**config.mk**
```make
export PLATFORM = sky130hd
export DESIGN_NAME = ext_irq_latch
export DESIGN_NICKNAME = d
export VERILOG_FILES = /design/src/rtl/eil_pkg.sv /design/src/rtl/eil_sync.sv /design/src/rtl/eil_detect.sv /design/src/rtl/eil_csr.sv /design/src/rtl/ext_irq_latch.sv
export SDC_FILE = /design/constraint.sdc
export NUM_CORES = 1
export LEC_CHECK = 0
export BUFFER_PORTS_ARGS = -buffer_cell sky130_fd_sc_hd__buf_2
export CELL_PAD_IN_SITES_DETAIL_PLACEMENT = 0
export CELL_PAD_IN_SITES_GLOBAL_PLACEMENT = 1
export CORE_MARGIN = 4
export CORE_UTILIZATION = 31
export CTS_BUF_LIST = sky130_fd_sc_hd__clkbuf_4
export CTS_CLUSTER_SIZE = 25
export DETAILED_ROUTE_END_ITERATION = 10
export PLACE_DENSITY = 0.84
export SYNTH_ARGS = -nofsm -noshare
export SYNTH_HDL_FRONTEND = slang
export SYNTH_SLANG_ARGS = --single-unit
```
**constraint.sdc**
```tcl
create_clock -name clk_i -period 1.11 [get_ports clk_i]
set_input_delay 0.111 -clock clk_i [delete_from_list [all_inputs] [get_ports clk_i]]
set_output_delay 0.111 -clock clk_i [all_outputs]
set_load 0.01 [all_outputs]
```
**src/rtl/eil_pkg.sv**
```systemverilog
package eil_pkg;
  localparam int unsigned REG_W    = 8;
  localparam int unsigned EN_BIT   = 7;
  localparam int unsigned PEND_BIT = 3;
  localparam int unsigned ACK_BIT  = 1;
  localparam logic [REG_W-1:0] RESET_VIEW = REG_W'(1) << EN_BIT;
endpackage

```
**src/rtl/eil_sync.sv**
```systemverilog
module eil_sync #(
  parameter int unsigned W      = 1,
  parameter int unsigned STAGES = 2,
  parameter logic [W-1:0] RST_VAL = '0
) (
  input  logic         clk_i,
  input  logic         rst_ni,
  input  logic [W-1:0] d_i,
  output logic [W-1:0] q_o
);
  for (genvar b = 0; b < W; b++) begin : g_bit
    logic [STAGES-1:0] chain_q;
    always_ff @(posedge clk_i or negedge rst_ni) begin
      if (!rst_ni) chain_q <= {STAGES{RST_VAL[b]}};
      else if (STAGES > 1) chain_q <= {chain_q[STAGES-2:0], d_i[b]};
      else chain_q <= d_i[b];
    end
    assign q_o[b] = chain_q[STAGES-1];
  end
endmodule

```
**src/rtl/eil_detect.sv**
```systemverilog
module eil_detect #(
  parameter int unsigned NKBD = 4
) (
  input  logic            clk_i,
  input  logic            rst_ni,
  input  logic            pin_n_s_i,
  input  logic [NKBD-1:0] kbd_s_i,
  input  logic            kbd_en_i,
  output logic            edge_evt_o,
  output logic            level_act_o
);
  logic            pin_prev_q;
  logic [NKBD-1:0] kbd_prev_q;
  logic [NKBD-1:0] kbd_mask;

  always_ff @(posedge clk_i or negedge rst_ni) begin
    if (!rst_ni) begin
      pin_prev_q <= 1'b1;
      kbd_prev_q <= '0;
    end else begin
      pin_prev_q <= pin_n_s_i;
      kbd_prev_q <= kbd_s_i;
    end
  end

  assign kbd_mask    = {NKBD{kbd_en_i}};
  // port lines join in inverted phase: rising port == falling pin
  assign edge_evt_o  = (pin_prev_q & ~pin_n_s_i) | (|(kbd_mask & kbd_s_i & ~kbd_prev_q));
  assign level_act_o = ~pin_n_s_i | (|(kbd_mask & kbd_s_i));
endmodule

```
**src/rtl/eil_csr.sv**
```systemverilog
module eil_csr
  import eil_pkg::*;
(
  input  logic             clk_i,
  input  logic             rst_ni,
  input  logic             edge_evt_i,
  input  logic             level_act_i,
  input  logic             edge_only_i,
  input  logic             vec_fetch_i,
  input  logic             lp_entry_i,
  input  logic             cs_i,
  input  logic             we_i,
  input  logic [REG_W-1:0] wdata_i,
  output logic [REG_W-1:0] rdata_o,
  output logic             irq_req_o,
  output logic             latch_o,
  output logic             en_o
);
  logic latch_q, en_q, wr, ack, auto_clr, pend;
  logic [REG_W-1:0] view;

  assign wr       = cs_i & we_i;
  assign ack      = wr & wdata_i[ACK_BIT];
  assign auto_clr = vec_fetch_i & ~en_q;

  always_ff @(posedge clk_i or negedge rst_ni) begin
    if (!rst_ni) begin
      latch_q <= 1'b0;
      en_q    <= RESET_VIEW[EN_BIT];
    end else begin
      if (edge_evt_i)            latch_q <= 1'b1;
      else if (ack || auto_clr)  latch_q <= 1'b0;
      if (lp_entry_i)            en_q <= 1'b1;
      else if (wr)               en_q <= wdata_i[EN_BIT];
    end
  end

  assign pend = latch_q | (~edge_only_i & level_act_i);

  always_comb begin
    view           = '0;
    view[EN_BIT]   = en_q;
    view[PEND_BIT] = pend;
  end

  assign rdata_o   = cs_i ? view : '0;
  assign irq_req_o = pend & en_q;
  assign latch_o   = latch_q;
  assign en_o      = en_q;
endmodule

```
**src/rtl/ext_irq_latch.sv**
```systemverilog
module ext_irq_latch
  import eil_pkg::*;
#(
  parameter int unsigned NKBD        = 4,
  parameter int unsigned SYNC_STAGES = 2
) (
  input  logic             clk_i,
  input  logic             rst_ni,
  input  logic             irq_pin_ni,
  input  logic [NKBD-1:0]  kbd_i,
  input  logic             opt_edge_only_i,
  input  logic             opt_kbd_en_i,
  input  logic             vec_fetch_i,
  input  logic             lp_entry_i,
  input  logic             reg_cs_i,
  input  logic             reg_we_i,
  input  logic [REG_W-1:0] reg_wdata_i,
  output logic [REG_W-1:0] reg_rdata_o,
  output logic             irq_req_o
);
  localparam int unsigned SW = NKBD + 1;
  localparam logic [SW-1:0] SYNC_RST = SW'(1);

  logic [SW-1:0]   sync_q;
  logic            edge_evt, level_act, latch_q, en_q;

  eil_sync #(.W(SW), .STAGES(SYNC_STAGES), .RST_VAL(SYNC_RST)) u_sync (
    .clk_i (clk_i), .rst_ni(rst_ni),
    .d_i   ({kbd_i, irq_pin_ni}), .q_o(sync_q)
  );

  eil_detect #(.NKBD(NKBD)) u_det (
    .clk_i      (clk_i), .rst_ni(rst_ni),
    .pin_n_s_i  (sync_q[0]),
    .kbd_s_i    (sync_q[SW-1:1]),
    .kbd_en_i   (opt_kbd_en_i),
    .edge_evt_o (edge_evt),
    .level_act_o(level_act)
  );

  eil_csr u_csr (
    .clk_i      (clk_i), .rst_ni(rst_ni),
    .edge_evt_i (edge_evt), .level_act_i(level_act),
    .edge_only_i(opt_edge_only_i),
    .vec_fetch_i(vec_fetch_i), .lp_entry_i(lp_entry_i),
    .cs_i       (reg_cs_i), .we_i(reg_we_i), .wdata_i(reg_wdata_i),
    .rdata_o    (reg_rdata_o), .irq_req_o(irq_req_o),
    .latch_o    (latch_q), .en_o(en_q)
  );
endmodule

```
======== Word-level counts from Yosys, hierarchy flattened ========
Cells that the tools add are included.
word-level totals
  bits in registers ....................... 17
  logic and storage cells ................. 34
  memories ................................ 0
  RAM bits ................................ 0
  memory bits (read-only) ................. 0
  bits in latches ......................... 0
cells by class
  add/sub/neg operators ................... 0
  bitwise logic cells ..................... 15
  shifts and indexed selects .............. 0
  mux-type cells .......................... 5
  eq/ne operators ......................... 0
  order comparisons ....................... 0
  reductions and logical operators ........ 5
  div/mod/pow operators ................... 0
  $mul .................................... 0
operators by type and width
  operator            number
  4-bit AND           2
  8-bit two-way mux   1
  4-bit OR reduction  2
  1-bit AND           6
  1-bit two-way mux   4
  4-bit inverter      1
  2-bit nonzero test  2
  1-bit inverter      3
  1-bit bitwise OR    3
  1-bit logical OR    1

======== Depth between registers and ports, before layout ========
  depth in word-level cells ............... 6
  depth in mapped cells ................... 3

======== Hierarchy ========
From an unflattened synthesis, not the netlist that was laid out.
unflattened totals
  cell total of the unflattened synthesis .. 47
  area total of the unflattened synthesis .. 651.9 um^2
by module, submodules not included
  module      instances  area an instance (um^2)  seq. area each (um^2)  cells an instance
  eil_sync    1          290.3                    252.7                  15
  eil_detect  1          196.4                    126.4                  14
  eil_csr     1          165.2                    51.3                   18

======== Least setup slack after synthesis ========
No wires, ideal clock.
  kind .................................... register -> output
  start point ............................. register u_sync.g_bit[4].chain_q[1]
  end point ............................... output irq_req_o
  data required time ...................... 0.999 ns
  slack ................................... 0.001 ns
  arrival time ............................ 0.998 ns
  cell stages (with the launch flop) ...... 4
  cell sequence ........................... dfrtp_1 o41ai_2 a21oi_1 o21a_1
between the ends
  cells in the longest elaborated chain, start to end .. 6
ends and longest elaborated chain
  what                    line                 source
  from (decl)             eil_sync.sv:12       logic [STAGES-1:0] chain_q;
  from (signal assigned)  eil_sync.sv:14       if (!rst_ni) chain_q <= {STAGES{RST_VAL[b]}};
  from (signal assigned)  eil_sync.sv:15       else if (STAGES > 1) chain_q <= {chain_q[STAGES-2:0], d_i[b]};
  from (signal assigned)  eil_sync.sv:16       else chain_q <= d_i[b];
  4-bit AND               eil_detect.sv:29     assign level_act_o = ~pin_n_s_i | (|(kbd_mask & kbd_s_i));
  4-bit OR reduction      eil_detect.sv:29
  1-bit bitwise OR        eil_detect.sv:29
  1-bit AND               eil_csr.sv:38        assign pend = latch_q | (~edge_only_i & level_act_i);
  1-bit bitwise OR        eil_csr.sv:38
  1-bit AND               eil_csr.sv:47        assign irq_req_o = pend & en_q;
  to (decl)               ext_irq_latch.sv:19  output logic irq_req_o
No other way between the ends.

======== Final worst setup path ========
  start point ............................. register u_sync.g_bit[4].chain_q[1]
  end point ............................... output reg_rdata_o[3]
between the ends
  cells in the longest elaborated chain, start to end .. 6
ends and longest elaborated chain
  what                line                 source
  4-bit AND           eil_detect.sv:29
  4-bit OR reduction  eil_detect.sv:29
  1-bit bitwise OR    eil_detect.sv:29
  1-bit AND           eil_csr.sv:38
  1-bit bitwise OR    eil_csr.sv:38
  8-bit two-way mux   eil_csr.sv:46        assign rdata_o = cs_i ? view : '0;
  to (decl)           ext_irq_latch.sv:18  output logic [REG_W-1:0] reg_rdata_o,
No other way between the ends.

==> results.rst <==
.. list-table::
   :header-rows: 1

   * - Metric
     - Value
   * - Outcome
     - complete, but fails checks
   * - Violations in the final reports
     - negative setup slack
   * - Worst setup path startpoint
     - u_sync.g_bit[4].chain_q[1]
   * - Clock insertion delay at the later pin of the skew report
     - roughly 0.27 ns
   * - Effective utilization at floorplan
     - between 30 and 40%
   * - Post-route antenna net violation count
     - 0
   * - Most frequent standard cell in the layout excluding fill and tap cells
     - buf_2
   * - Average instance area after synthesis
     - 14.6 um^2
   * - Buffer cell driving the clock tree root
     - clkbuf_4
   * - Hold Crit Start
     - lp_entry_i
   * - Average wire length per cell after detail routing
     - 10.3 um
   * - Number of synthesized register bits
     - 17
   * - Wire length of the first global-routing pass
     - approximately 1.6 mm
   * - Height of the die
     - approximately 52 um
   * - Most frequent cells in the layout
     - buf_2 (16), dfrtp_1 (13), conb_1 (6), dlygate4sd3_1 (6)
   * - Diodes inserted
     - 0
   * - Max-cap violations
     - 0
   * - Final estimated routing congestion in global placement
     - between 0.6 and 0.7
   * - Post-route fraction of the period consumed by the critical path
     - 145%
   * - Clock tree from TritonCTS
     - done
   * - Worst-case setup margin in the final layout
     - -0.495 ns
   * - Initial antenna violation count
     - 0
   * - Placed Cells
     - 82
   * - Number of warnings issued by yosys
     - 0
   * - Number of placed I/O pins
     - 30
   * - Number of search-and-repair iterations in the first detailed-routing pass
     - 2
   * - Fraction of final layout cells with drive strength greater than 1
     - ~47%
   * - Clock Sink Count
     - 17
   * - CTS HTree Levels
     - 1
   * - Sequential area share after synthesis
     - 71.7%
   * - Leakage power
     - 0.387 nW
   * - Placeable core region
     - approximately 1800 um^2
   * - Post-route setup TNS
     - -1.02 ns
   * - DIE AREA
     - around 2700 um^2
   * - P&R area growth vs syn
     - 38.3%
   * - Worst setup skew after layout
     - approximately 0.0043 ns
   * - Crit path time final
     - between 1.5 and 2 ns
   * - Min Hold Slack
     - between 0.03 and 0.04 ns
   * - Count of non-filler cells in the finished layout
     - 95
   * - Number of global-route vias before repair
     - between 300 and 400
   * - Critical path arrival
     - 1.49 ns
   * - Mapped cell area
     - between 600 and 700 um^2
   * - Worst-path maximum fanout
     - 2
   * - Clock slew at reported path FFs
     - 0.09 ns
   * - Startpoint of the lowest-slack register-to-register path
     - u_sync.g_bit[4].chain_q[1]
   * - Vias after detailed routing
     - 386
   * - Power density over the cells
     - about 1400 nW/um^2
   * - Worst hold path type
     - input pin to flip-flop
   * - Category of the most critical setup path
     - flip-flop to output pin
   * - Final setup violation count
     - 3
   * - Combinational family with the most area after synthesis
     - compound AO/OA/AOI/OAI gates
   * - Portion of netlist area occupied by mux cells
     - 0%
   * - Startpoint kind of the worst setup timing path
     - flip-flop
   * - Fraction of the mapped netlist area in compound gates
     - 11.9%
   * - Overflow left after global routing
     - 0
   * - Fraction of the mapped netlist area in simple logic gates
     - 7.71%
   * - Adder-cell share of the synthesized area
     - 0%
   * - Maximum number of pins on one net before global-route repair
     - 18
   * - Xor/xnor share of the synthesized area
     - 0%
   * - Highest Clock Rate
     - roughly 620 MHz
   * - Drt total wl
     - roughly 970 um
   * - Mapped Cells
     - slightly above 40
   * - Die Width
     - ~52 um
   * - Synth unique cells
     - 17
   * - Vias per inst
     - ~4.1
   * - Critical Path Sink Type
     - output pin
   * - Worst-case vdd ir drop
     - between 1 and 1.5 mV
   * - Final Net Count
     - 92
   * - Setup repair after global routing missed its margin
     - yes
   * - Number of failing hold endpoints at the final stage
     - 0
   * - CTS Buffer Depth
     - 2
   * - Num CTS Buffers
     - 3
   * - DRC violation total after the first TritonRoute iteration
     - 1
   * - Max-slew violations
     - 0
   * - Total DRC errors in the routed layout
     - 0
   * - Port-buffer cells
     - 17
   * - GRT Util Overall
     - just over 8%
   * - Std cell rows
     - 15
   * - Worst Path Required
     - 1.00 ns
-- worst max-delay path, cell delays in order (launching register included) --
cell	delay, ns
dfrtp_1	0.39
o41ai_2	0.39
a21oi_2	0.11
o21a_1	0.19
buf_2	0.13
-- routing by layer --
metal / track usage [%] / up-vias / routed length [um]
li1: - / 188 / -
met1: 8.36 / 182 / 365
met2: 14.4 / 14 / 529
met3: 3.44 / 2 / 67
met4: 2.62 / 0 / 12
met5: 0 / - / 0
-- power by group --
part / leakage (nW) / total (mW) / switching (mW) / internal (mW)
clock: 0.0184 / 0.328 / 0.164 / 0.164
sequential: 0.192 / 0.677 / 0.0183 / 0.659
combinational: 0.177 / 0.134 / 0.0584 / 0.0752
-- synth_stat cells, drive strengths merged --
cell	n	area, um^2
conb	1	3.75
inv	1	3.75
nand3	1	5.00
dfstp	4	105
a32oi	1	8.76
and2	1	6.26
a21oi	1	5.00
buf	6	45.0
a311o	1	10.0
nand2b	1	6.26
a21boi	1	7.51
nand2	1	3.75
nor2b	4	25.0
dfrtp	13	325
o41ai	2	25.0
o21a	2	15.0
-- stage by stage --
step           util [%]  area [um^2]  setup WS, ns  total power, mW
2_1_floorplan         -          619       0.00144            0.744
3_3_place_gp       38.7          691        -0.137            0.781
3_5_place_dp       38.7          691        -0.211            0.785
4_1_cts            45.3          807        -0.510             1.15
5_1_grt            46.6          831        -0.545             1.21
6_report           46.6          831        -0.495             1.14
-- cell families after synthesis --
logic type,Yosys count
AO/OA/AOI/OAI,8
buffers and inverters,7
other,1
flip-flops,17
AND/OR/NAND/NOR,8
-- repair_timing --
| item | 4_1_cts | 5_1_grt |
|---|---|---|
| hold buffers | 6 | 0 |
| setup buffers | 3 | 1 |
| resized for setup | 1 | 5 |
| hold endpoints to repair | 18 | 0 |
| endpoints found under the setup margin | 4 | 4 |
| pin swaps | 4 | 3 |
-- final timing paths --
| path | to | slack, ns | cells past startpoint |
|---|---|---|---|
| max | reg_rdata_o[3] | -0.49 | 4 |
| min | u_csr.en_o | 0.03 | 2 |
| max reg2reg | u_csr.latch_o | 0.02 | 4 |
| min reg2reg | u_sync.g_bit[1].chain_q[1] | 0.35 | 0 |
| max in group asynchronous | u_sync.g_bit[0].chain_q[0] | 0.54 | 2 |
| min in group asynchronous | u_sync.g_bit[1].chain_q[1] | 0.27 | 2 |
-- layout make-up --
cell class,instances,area (um^2)
timing repair buffer,26,174
inverter,1,3.75
tap,25,31.3
sequential,17,430
fill,158,952
clock buffer,4,30.0
multi-input combinational,22,161
-- state kept, by name, summed over array words and instances (netlist names) --
| name | flops |
|---|---|
| u_csr.en_o | 1 |
| u_csr.latch_o | 1 |
| u_det.kbd_prev_q | 4 |
| u_det.pin_prev_q | 1 |
| u_sync.g_bit.chain_q | 10 |
No activity file was read; power rests on OpenSTA's default activity.
